## config.mk

```make
export PLATFORM = sky130hd
export DESIGN_NAME = adc_lin_monitor
export DESIGN_NICKNAME = d
export VERILOG_FILES = /design/src/rtl/adc_lin_pkg.sv /design/src/rtl/lin_edge_tracker.sv /design/src/rtl/lin_extreme.sv /design/src/rtl/adc_lin_monitor.sv
export SDC_FILE = /design/constraint.sdc
export NUM_CORES = 1
export LEC_CHECK = 0
export ABC_AREA = 1
export BUFFER_PORTS_ARGS = -buffer_cell sky130_fd_sc_hd__buf_2
export CAP_MARGIN = 20
export CELL_PAD_IN_SITES_DETAIL_PLACEMENT = 0
export CELL_PAD_IN_SITES_GLOBAL_PLACEMENT = 2
export CORE_UTILIZATION = 34
export CTS_CLUSTER_SIZE = 40
export DETAILED_ROUTE_END_ITERATION = 16
export PLACE_DENSITY_LB_ADDON = 0.1
export SYNTH_ARGS = -nofsm -noshare
export SYNTH_HDL_FRONTEND = slang
export SYNTH_HIERARCHICAL = 1
export SYNTH_SLANG_ARGS = --single-unit
export TNS_END_PERCENT = 1
```

## constraint.sdc

```tcl
create_clock -name clk -period 4.85 [get_ports clk]
set_clock_uncertainty 0.2 [all_clocks]
set_input_delay 0.97 -clock clk [delete_from_list [all_inputs] [get_ports clk]]
set_output_delay 0.97 -clock clk [all_outputs]
set_load 0.02 [all_outputs]
```

## src/rtl/adc_lin_pkg.sv

```systemverilog
package adc_lin_pkg;

    // fine ramp resolution: 2**LIN_FRAC_W positions per LSB
    localparam int LIN_FRAC_W = 6;

    typedef enum logic [1:0] {
        TRK_IDLE  = 2'd0,   // nothing accepted since clear
        TRK_OPEN  = 2'd1,   // first code held, no entry edge yet
        TRK_TRACK = 2'd2,   // current code has an entry edge
        TRK_DONE  = 2'd3    // top code reached, inputs ignored
    } trk_state_e;

    typedef struct packed {
        logic step;   // a bounded step closed
        logic gap;    // one or more codes were skipped
    } trk_flags_t;

endpackage

```

## src/rtl/lin_edge_tracker.sv

```systemverilog
module lin_edge_tracker
    import adc_lin_pkg::*;
#(
    parameter int CODE_W = 10,
    parameter int FRAC_W = LIN_FRAC_W
) (
    input  logic                              clk,
    input  logic                              wipe,
    input  logic                              smp_valid,
    input  logic [CODE_W-1:0]                 smp_code,
    input  logic [CODE_W+FRAC_W-1:0]          ramp_pos,
    output trk_flags_t                        ev_flags,
    output logic signed [CODE_W+FRAC_W+1:0]   ev_dnl,
    output logic signed [CODE_W+FRAC_W+1:0]   ev_inl,
    output logic                              done
);
    localparam int POS_W = CODE_W + FRAC_W;
    localparam int OUT_W = POS_W + 2;
    localparam logic [CODE_W-1:0] CODE_TOP = {CODE_W{1'b1}};
    localparam logic signed [OUT_W-1:0] ONE_S = OUT_W'(2 ** FRAC_W);

    trk_state_e          st;
    logic [CODE_W-1:0]   prev_code;
    logic [POS_W-1:0]    t_in;

    logic                     rises, skips;
    logic [POS_W:0]           width_w, sum_w;
    logic [POS_W-1:0]         mid_w, ideal_w;
    logic signed [OUT_W-1:0]  dnl_c, inl_c;

    always_comb begin
        rises   = smp_code > prev_code;
        skips   = {1'b0, smp_code} > ({1'b0, prev_code} + (CODE_W+1)'(1));
        width_w = {1'b0, ramp_pos} - {1'b0, t_in};
        sum_w   = {1'b0, ramp_pos} + {1'b0, t_in};
        mid_w   = sum_w[POS_W:1];
        ideal_w = {prev_code, {FRAC_W{1'b0}}};
        dnl_c   = $signed({1'b0, width_w}) - ONE_S;
        inl_c   = $signed({2'b00, ideal_w}) - $signed({2'b00, mid_w});
    end

    always_ff @(posedge clk) begin
        if (wipe) begin
            st        <= TRK_IDLE;
            prev_code <= '0;
            t_in      <= '0;
            ev_flags  <= '0;
            ev_dnl    <= '0;
            ev_inl    <= '0;
        end else begin
            ev_flags <= '0;
            if (smp_valid && st != TRK_DONE) begin
                if (st == TRK_IDLE) begin
                    prev_code <= smp_code;
                    st        <= (smp_code == CODE_TOP) ? TRK_DONE : TRK_OPEN;
                end else if (rises) begin
                    ev_flags.step <= (st == TRK_TRACK);
                    ev_flags.gap  <= skips;
                    ev_dnl        <= dnl_c;
                    ev_inl        <= inl_c;
                    t_in          <= ramp_pos;
                    prev_code     <= smp_code;
                    st            <= (smp_code == CODE_TOP) ? TRK_DONE : TRK_TRACK;
                end
            end
        end
    end

    assign done = (st == TRK_DONE);

endmodule

```

## src/rtl/lin_extreme.sv

```systemverilog
module lin_extreme #(
    parameter int W = 18
) (
    input  logic                clk,
    input  logic                wipe,
    input  logic                a_en,
    input  logic signed [W-1:0] a_val,
    input  logic                b_en,
    input  logic signed [W-1:0] b_val,
    output logic signed [W-1:0] mx,
    output logic signed [W-1:0] mn
);
    localparam logic signed [W-1:0] MOST_NEG = {1'b1, {(W-1){1'b0}}};
    localparam logic signed [W-1:0] MOST_POS = {1'b0, {(W-1){1'b1}}};

    logic signed [W-1:0] nx_mx, nx_mn;

    always_comb begin
        nx_mx = mx;
        nx_mn = mn;
        if (a_en && a_val > nx_mx) nx_mx = a_val;
        if (b_en && b_val > nx_mx) nx_mx = b_val;
        if (a_en && a_val < nx_mn) nx_mn = a_val;
        if (b_en && b_val < nx_mn) nx_mn = b_val;
    end

    always_ff @(posedge clk) begin
        if (wipe) begin
            mx <= MOST_NEG;
            mn <= MOST_POS;
        end else begin
            mx <= nx_mx;
            mn <= nx_mn;
        end
    end

endmodule

```

## src/rtl/adc_lin_monitor.sv

```systemverilog
module adc_lin_monitor
    import adc_lin_pkg::*;
#(
    parameter int CODE_W = 10,
    parameter int FRAC_W = LIN_FRAC_W
) (
    input  logic                              clk,
    input  logic                              rst,
    input  logic                              clr,
    input  logic                              smp_valid,
    input  logic [CODE_W-1:0]                 smp_code,
    input  logic [CODE_W+FRAC_W-1:0]          ramp_pos,
    output logic signed [CODE_W+FRAC_W+1:0]   dnl_max,
    output logic signed [CODE_W+FRAC_W+1:0]   dnl_min,
    output logic signed [CODE_W+FRAC_W+1:0]   inl_max,
    output logic signed [CODE_W+FRAC_W+1:0]   inl_min,
    output logic                              done
);
    localparam int OUT_W = CODE_W + FRAC_W + 2;
    localparam logic signed [OUT_W-1:0] ZERO_W_DNL = -OUT_W'(2 ** FRAC_W);

    logic                     wipe;
    trk_flags_t               ev_flags;
    logic signed [OUT_W-1:0]  ev_dnl, ev_inl;

    assign wipe = rst | clr;

    lin_edge_tracker #(.CODE_W(CODE_W), .FRAC_W(FRAC_W)) u_trk (
        .clk       (clk),
        .wipe      (wipe),
        .smp_valid (smp_valid),
        .smp_code  (smp_code),
        .ramp_pos  (ramp_pos),
        .ev_flags  (ev_flags),
        .ev_dnl    (ev_dnl),
        .ev_inl    (ev_inl),
        .done      (done)
    );

    // skipped codes feed the DNL tracker as zero-width steps
    lin_extreme #(.W(OUT_W)) u_dnl (
        .clk   (clk),
        .wipe  (wipe),
        .a_en  (ev_flags.step),
        .a_val (ev_dnl),
        .b_en  (ev_flags.gap),
        .b_val (ZERO_W_DNL),
        .mx    (dnl_max),
        .mn    (dnl_min)
    );

    lin_extreme #(.W(OUT_W)) u_inl (
        .clk   (clk),
        .wipe  (wipe),
        .a_en  (ev_flags.step),
        .a_val (ev_inl),
        .b_en  (1'b0),
        .b_val ('0),
        .mx    (inl_max),
        .mn    (inl_min)
    );

endmodule

```

# [After elaboration in Yosys (flattened, before gate mapping)]
# Cells that the tools add are included.
[classes] n_reduce_logical=14 add_sub_neg=5 bitwise=4 n_eq_ne=4 order_cmp=8 muxes=10
[ops] op="$mux 18" n=3
[ops] op="$gt 18x18->1" n=2
[ops] op="$lt 18x18->1" n=2
[ops] op="$sub 16x16->17" n=2
[ops] op="$mux 10" n=2
[ops] op="$gt 7x18->1 const A" n=1
[ops] op="$lt 7x18->1 const A" n=1
[ops] op="$sub 17x7->18 const B" n=1
[ops] op="$add 16x16->17" n=1
[ops] op="$mux 17" n=1
[ops] op="$add 10x1->11 const B" n=1
[ops] op="$gt 10x11->1" n=1
[ops] op="$eq 10x10->1 const B" n=1
[ops] op="$gt 10x10->1" n=1
[ops] op="$logic_and 1x1->1" n=7
[ops] op="$mux 2" n=3
[ops] op="$eq 2x2->1 const B" n=2
[ops] op="$reduce_or 2->1" n=2
[ops] op="$reduce_or 4->1" n=1
[ops] op="$not 1->1" n=3
[ops] op="$reduce_and 3->1" n=1
[ops] op="$logic_not 2->1" n=1
[ops] op="$ne 2x2->1 const B" n=1
[ops] op="$reduce_and 2->1" n=1
[ops] op="other kinds (3)" n=3
[totals] inputBits=30 elab_cells=58 output_inout_bits=73 ff_bits=138

# [Logic depth before layout (Yosys ltp)]
[logic_depth] word_depth=6 depth_mapped=27 mapped_depth_nobuf=26

# [Hierarchy]
# The synthesis kept the hierarchy.
[by_module_without_submodules] mod="lin_extreme" cells_each=541 n_inst=2 area_per_inst_um2=3642.2 seq_area_each_um2=720.7
[by_module_without_submodules] mod="lin_edge_tracker" cells_each=871 n_inst=1 area_per_inst_um2=5660.4 seq_area_each_um2=1301.2
[by_module_without_submodules] mod="adc_lin_monitor" cells_each=5 n_inst=1 area_per_inst_um2=18.8 seq_area_each_um2=0.0

# [Least setup slack after synthesis]
# Ideal clock, no wire load.
[synth_timing] path_kind="reg-to-reg" startpoint="reg u_dnl.mx[17]" endpoint="reg u_dnl.mx[15]" setup_ns=0.116 stages_incl_launch_ff=24 synth_period_minus_slack_ns=4.106 path_buffers=2 setup_slack_ns=0.744 t_required_ns=4.534 arrival_time_ns=3.790 cell_sequence="dfxtp_1 -> inv_1 -> ha_1 -> nand2_1 -> nor4_2 -> o2111ai_1 -> nand3_1 -> xnor2_1 -> nand3_2 -> buf_2 -> o21ai_0 -> ha_1 -> a21oi_1 -> nor2_1 -> a211oi_1 -> o21a_1 -> o21ai_0 -> nand2_1 -> nand2_1 -> o211ai_1 -> clkbuf_1 -> nand2_1 -> o211ai_1 -> inv_1"
[synth_via] elab_chain_len=6
[synth_lines] item="start, declared" line="lin_extreme.sv:10" source="output logic signed [W-1:0] mx,"
[synth_lines] item="start signal, assigned" line="lin_extreme.sv:32" source="mx <= nx_mx;"
[synth_lines] item="$gt 18x18->1" line="lin_extreme.sv:21" source="if (a_en && a_val > nx_mx) nx_mx = a_val;"
[synth_lines] item="$logic_and 1x1->1" line="lin_extreme.sv:21"
[synth_lines] item="$mux 18 *" line="lin_extreme.sv:21"
[synth_lines] item="$gt 7x18->1" line="lin_extreme.sv:22" source="if (b_en && b_val > nx_mx) nx_mx = b_val;"
[synth_lines] item="$logic_and 1x1->1" line="lin_extreme.sv:22"
[synth_lines] item="$mux 17 *" line="lin_extreme.sv:22"
# Every way passes the cells marked *; elsewhere a longest branch is shown, timed or not.
# A chain may end at the register's enable or synchronous reset.

# [Worst setup path after layout]
[layout_timing] startpoint="reg u_trk.ev_dnl[11]" endpoint="reg u_dnl.mn[8]"
[layout_via] elab_chain_len=6
[layout_lines] item="start, declared" line="lin_edge_tracker.sv:13" source="output logic signed [CODE_W+FRAC_W+1:0] ev_dnl,"
[layout_lines] item="start signal, assigned" line="lin_edge_tracker.sv:59" source="ev_dnl <= dnl_c;"
[layout_lines] item="$lt 18x18->1" line="lin_extreme.sv:23" source="if (a_en && a_val < nx_mn) nx_mn = a_val;"
[layout_lines] item="$logic_and 1x1->1" line="lin_extreme.sv:23"
[layout_lines] item="$mux 18 *" line="lin_extreme.sv:23"
[layout_lines] item="$lt 7x18->1" line="lin_extreme.sv:24" source="if (b_en && b_val < nx_mn) nx_mn = b_val;"
[layout_lines] item="$logic_and 1x1->1" line="lin_extreme.sv:24"
[layout_lines] item="$reduce_or 2->1 (no source line)"
[layout_lines] item="end signal, assigned" line="lin_extreme.sv:33" source="mn <= nx_mn;"
[layout_lines] item="end, declared" line="lin_extreme.sv:11" source="output logic signed [W-1:0] mn"
# Marks and branches as above.

==> impl_metrics.toml <==
[sta]
layout_worst_path_cycle_share_pct = 90.6
finalSetupViolations = 0
min_period_ps = 4390
rsz0062_at_grt = "false"
maxSlewViolCount = 34
fin_setup_tns_ps = 0
max_freq_mhz = 228
hold_violations = 0
slew_headroom_pct = -57.0
tightest_slew_ps = 2340

[worst_setup_path]
crit_required_ps = 4970
crit_path_frequent_cell = "nand2_1"
end_kind = "register"
cp_top_family = "simple AND/OR/NAND/NOR gates"
arrival_ps = 4520
path_class = "reg -> reg"
worst_setup_path_start_kind = "register"
cp_slowest_stage_delay_ps = 580
critPathSlowestCell = "o21ai_0"
path_buf_inv = 1
path_cells = "ha_1 -> nand2_1 -> nand2_1 -> nand2_1 -> nand2_1 -> nand2_1 -> nand2_1 -> nor2_2 -> nand2_1 -> nand2_1 -> nand3_4 -> o21ai_0 -> ha_1 -> a21oi_1 -> o211ai_1 -> a21oi_1 -> nand3_2 -> buf_4 -> nand4_1 -> nand3_1"
critPathMaxFanout = 35

[drt]
drt_iter0_markers = 687
wl_per_cell_um = 15.2
firstDrtPassIters = 5
final_antenna_net_count = 0
via_count = 12700
routed_via_density = 4.70
drc = 0
wirelength_mm = 41.1

[clock_tree]
numClockSinks = 137
cts_tree = "yes"
clock_latency_ps = 450
cts_max_level = 4
cts_root_buf = "clkbuf_16"
cts_hold_buf = 0
cts_buffers = 17
cts_buffer_depth = 2
clk_pin_slew_ps = 60

[pwr]
p_total_w = 0.00331
p_leak_nw = 8.42
switchingPower_w = 0.00106
cellInternalPower_w = 0.00225
vdd_drop_max_mv = 0.256
power_density_mw_per_mm2 = 218
p_seq_share_pct = 35.6
p_clk_share_pct = 43.1
netSwitchingFraction_pct = 32.0
p_comb_share_pct = 21.2

[logic_synthesis]
yosysSeqAreaShare_pct = 21.2
synth_area_mm2 = 0.0130
synth_compound_area_share_pct = 16.5
synth_cell_types = 49
yosysMostFrequentCell = "nand2_1"
ys.flop_type = "dfxtp_1"
synth_top_area_cell = "dfxtp_1"
synth_seq_cells = 137
netlist_instances = 1958
syn_area_per_cell_um2 = 6.62
synth-edff-count = 0
synthAdderAreaFrac_pct = 20.1
yosysTopAreaCellShare_pct = 21.2
synthTopCellsByArea = "dfxtp_1 (21%), ha_1 (20%), nand2_1 (13%), inv_1 (9.1%), o21ai_0 (5.8%)"
yosysWarnings = 6
synth-simple-area-share_pct = 28.4
synthMuxAreaShare_pct = 0
synth_xor_area_share_pct = 1.62
synth_top_family_by_area = "simple AND/OR/NAND/NOR gates"
ys_top_cells_by_count = "nand2_1 (455), inv_1 (315), ha_1 (205)"
synthArstFlopShare_pct = 0

[global_route]
grt_max_degree = 47
grt_first_pass_wirelength_mm = 65.9
antenna_found_initial = 1
track_usage_pct = 21.7
grt_pass1_vias = 12100
grt_overflow = 0

[outcome]
outcome = "finished with violations"
failed_checks = "slew limit"

[floorplan]
io_pins = 103
core_mm2 = 0.0376
dieHeight_um = 197
initial_core_util_pct = 34.5
die_w_um = 197
row_count = 71
die-area_mm2 = 0.0389

[placement]
routabilityCongestion = 0.870
port_buffers = 102
dpl.hpwl_mm = 32.8
dp.cells = 2674

[finish]
seq_area_mm2 = 0.00274
multiInputGateArea_mm2 = 0.00917
fin_util_pct = 40.4
drive_gt1_share_pct = 10.6
synthToLayoutAreaGrowth_pct = 17.1
fillerInstances = 4121
final_nets = 2423
fin_cells = 2710

[run]
drv_cap = 0

[hold_path]
worstHoldPathType = "reg -> reg"
## through the flow
stage	setup slack, ps	hold slack (ps)	area, um^2
2_1_floorplan	744	236	13500
3_3_place_gp	409	260	14500
3_5_place_dp	430	262	14500
4_1_cts	302	271	15100
5_1_grt	17.7	288	15200
6_report	455	267	15200
## worst reg2reg max path: stages (launching register included)
cell	delay (ps)
dfxtp_1	530
ha_1	310
nand2_1	70
nand2_1	50
nand2_1	70
nand2_1	50
nand2_1	50
nand2_1	60
nor2_2	150
nand2_1	60
nand2_1	120
nand3_4	300
o21ai_0	580
ha_1	350
a21oi_1	150
o211ai_1	110
a21oi_1	290
nand3_2	320
buf_4	290
nand4_1	90
nand3_1	80
## worst paths after layout
kind	slack (ps)	cells after the start	from	to
setup / recovery	460	20	u_trk/ev_dnl[11]	u_dnl/mn[8]
hold / removal	270	2	u_trk/st[1]	u_trk/ev_flags[1]
setup reg to reg	460	20	u_trk/ev_dnl[11]	u_dnl/mn[8]
hold reg to reg	270	2	u_trk/st[1]	u_trk/ev_flags[1]
## cells in the final DEF, fill, tap and decap left out, drive strengths merged, types with 4 or more instances in the layout
cell and count:
clkinv 6, clkbuf 20, nand3 113, xnor2 6, conb 143, dfxtp 137
a21o 5, nor3 15, and2 6, bufinv 4, a21oi 143, nor2 124
buf 131, o211ai 41, ha 205, a31oi 5, nand4 67, clkinvlp 5
nor4 9, inv 325, o21bai 5, o21a 10, nand2 478, xor2 18
o21ai 154, a211oi 5
## area by class of cell
type                       instances  area share [%]
timing repair buffer             133            5.18
clock buffer                      18            2.89
inverter                         327            8.08
tap                              511            4.21
antenna                            1          0.0165
sequential                       137            18.1
multi-input combinational       1570            60.4
clock inverter                    13            1.17
## state kept, by name (all words and copies together) (netlist names), 10 cells and up
register         flops
u_dnl/mx            18
u_trk/t_in          16
u_inl/mx            18
u_trk/ev_dnl        18
u_inl/mn            18
u_trk/prev_code     10
u_trk/ev_inl        17
u_dnl/mn            18
## cell families after synthesis
family	Yosys count
xor+xnor	24
fa+ha+maj	207
simple gates	817
flops	137
other cells	2
compound gates	379
buf+inv	392
## routing by layer
layer | vias up | global-route usage [%] | wire length [um]
li1 | 6774 | - | -
met1 | 5746 | 31.2 | 21400
met2 | 202 | 34.2 | 18100
met3 | 22 | 2.90 | 1260
met4 | 0 | 4.31 | 352
met5 | - | 0 | 0
## power by group through the flow
stage / sequential [W] / clock (W) / combinational (W)
after floorplan: 0.00121 / 0 / 0.000497
after global placement: 0.00121 / 0 / 0.000681
after detailed placement: 0.00121 / 0 / 0.000684
after CTS: 0.00118 / 0.00148 / 0.000688
after global routing: 0.00118 / 0.00152 / 0.000811
final: 0.00118 / 0.00143 / 0.000703
## what timing repair did
action | in CTS | in global routing
setup endpoints to repair | 0 | 35
gates resized for setup | 0 | 6
setup buffers | 0 | 3
No activity file was read; power rests on OpenSTA's default activity.
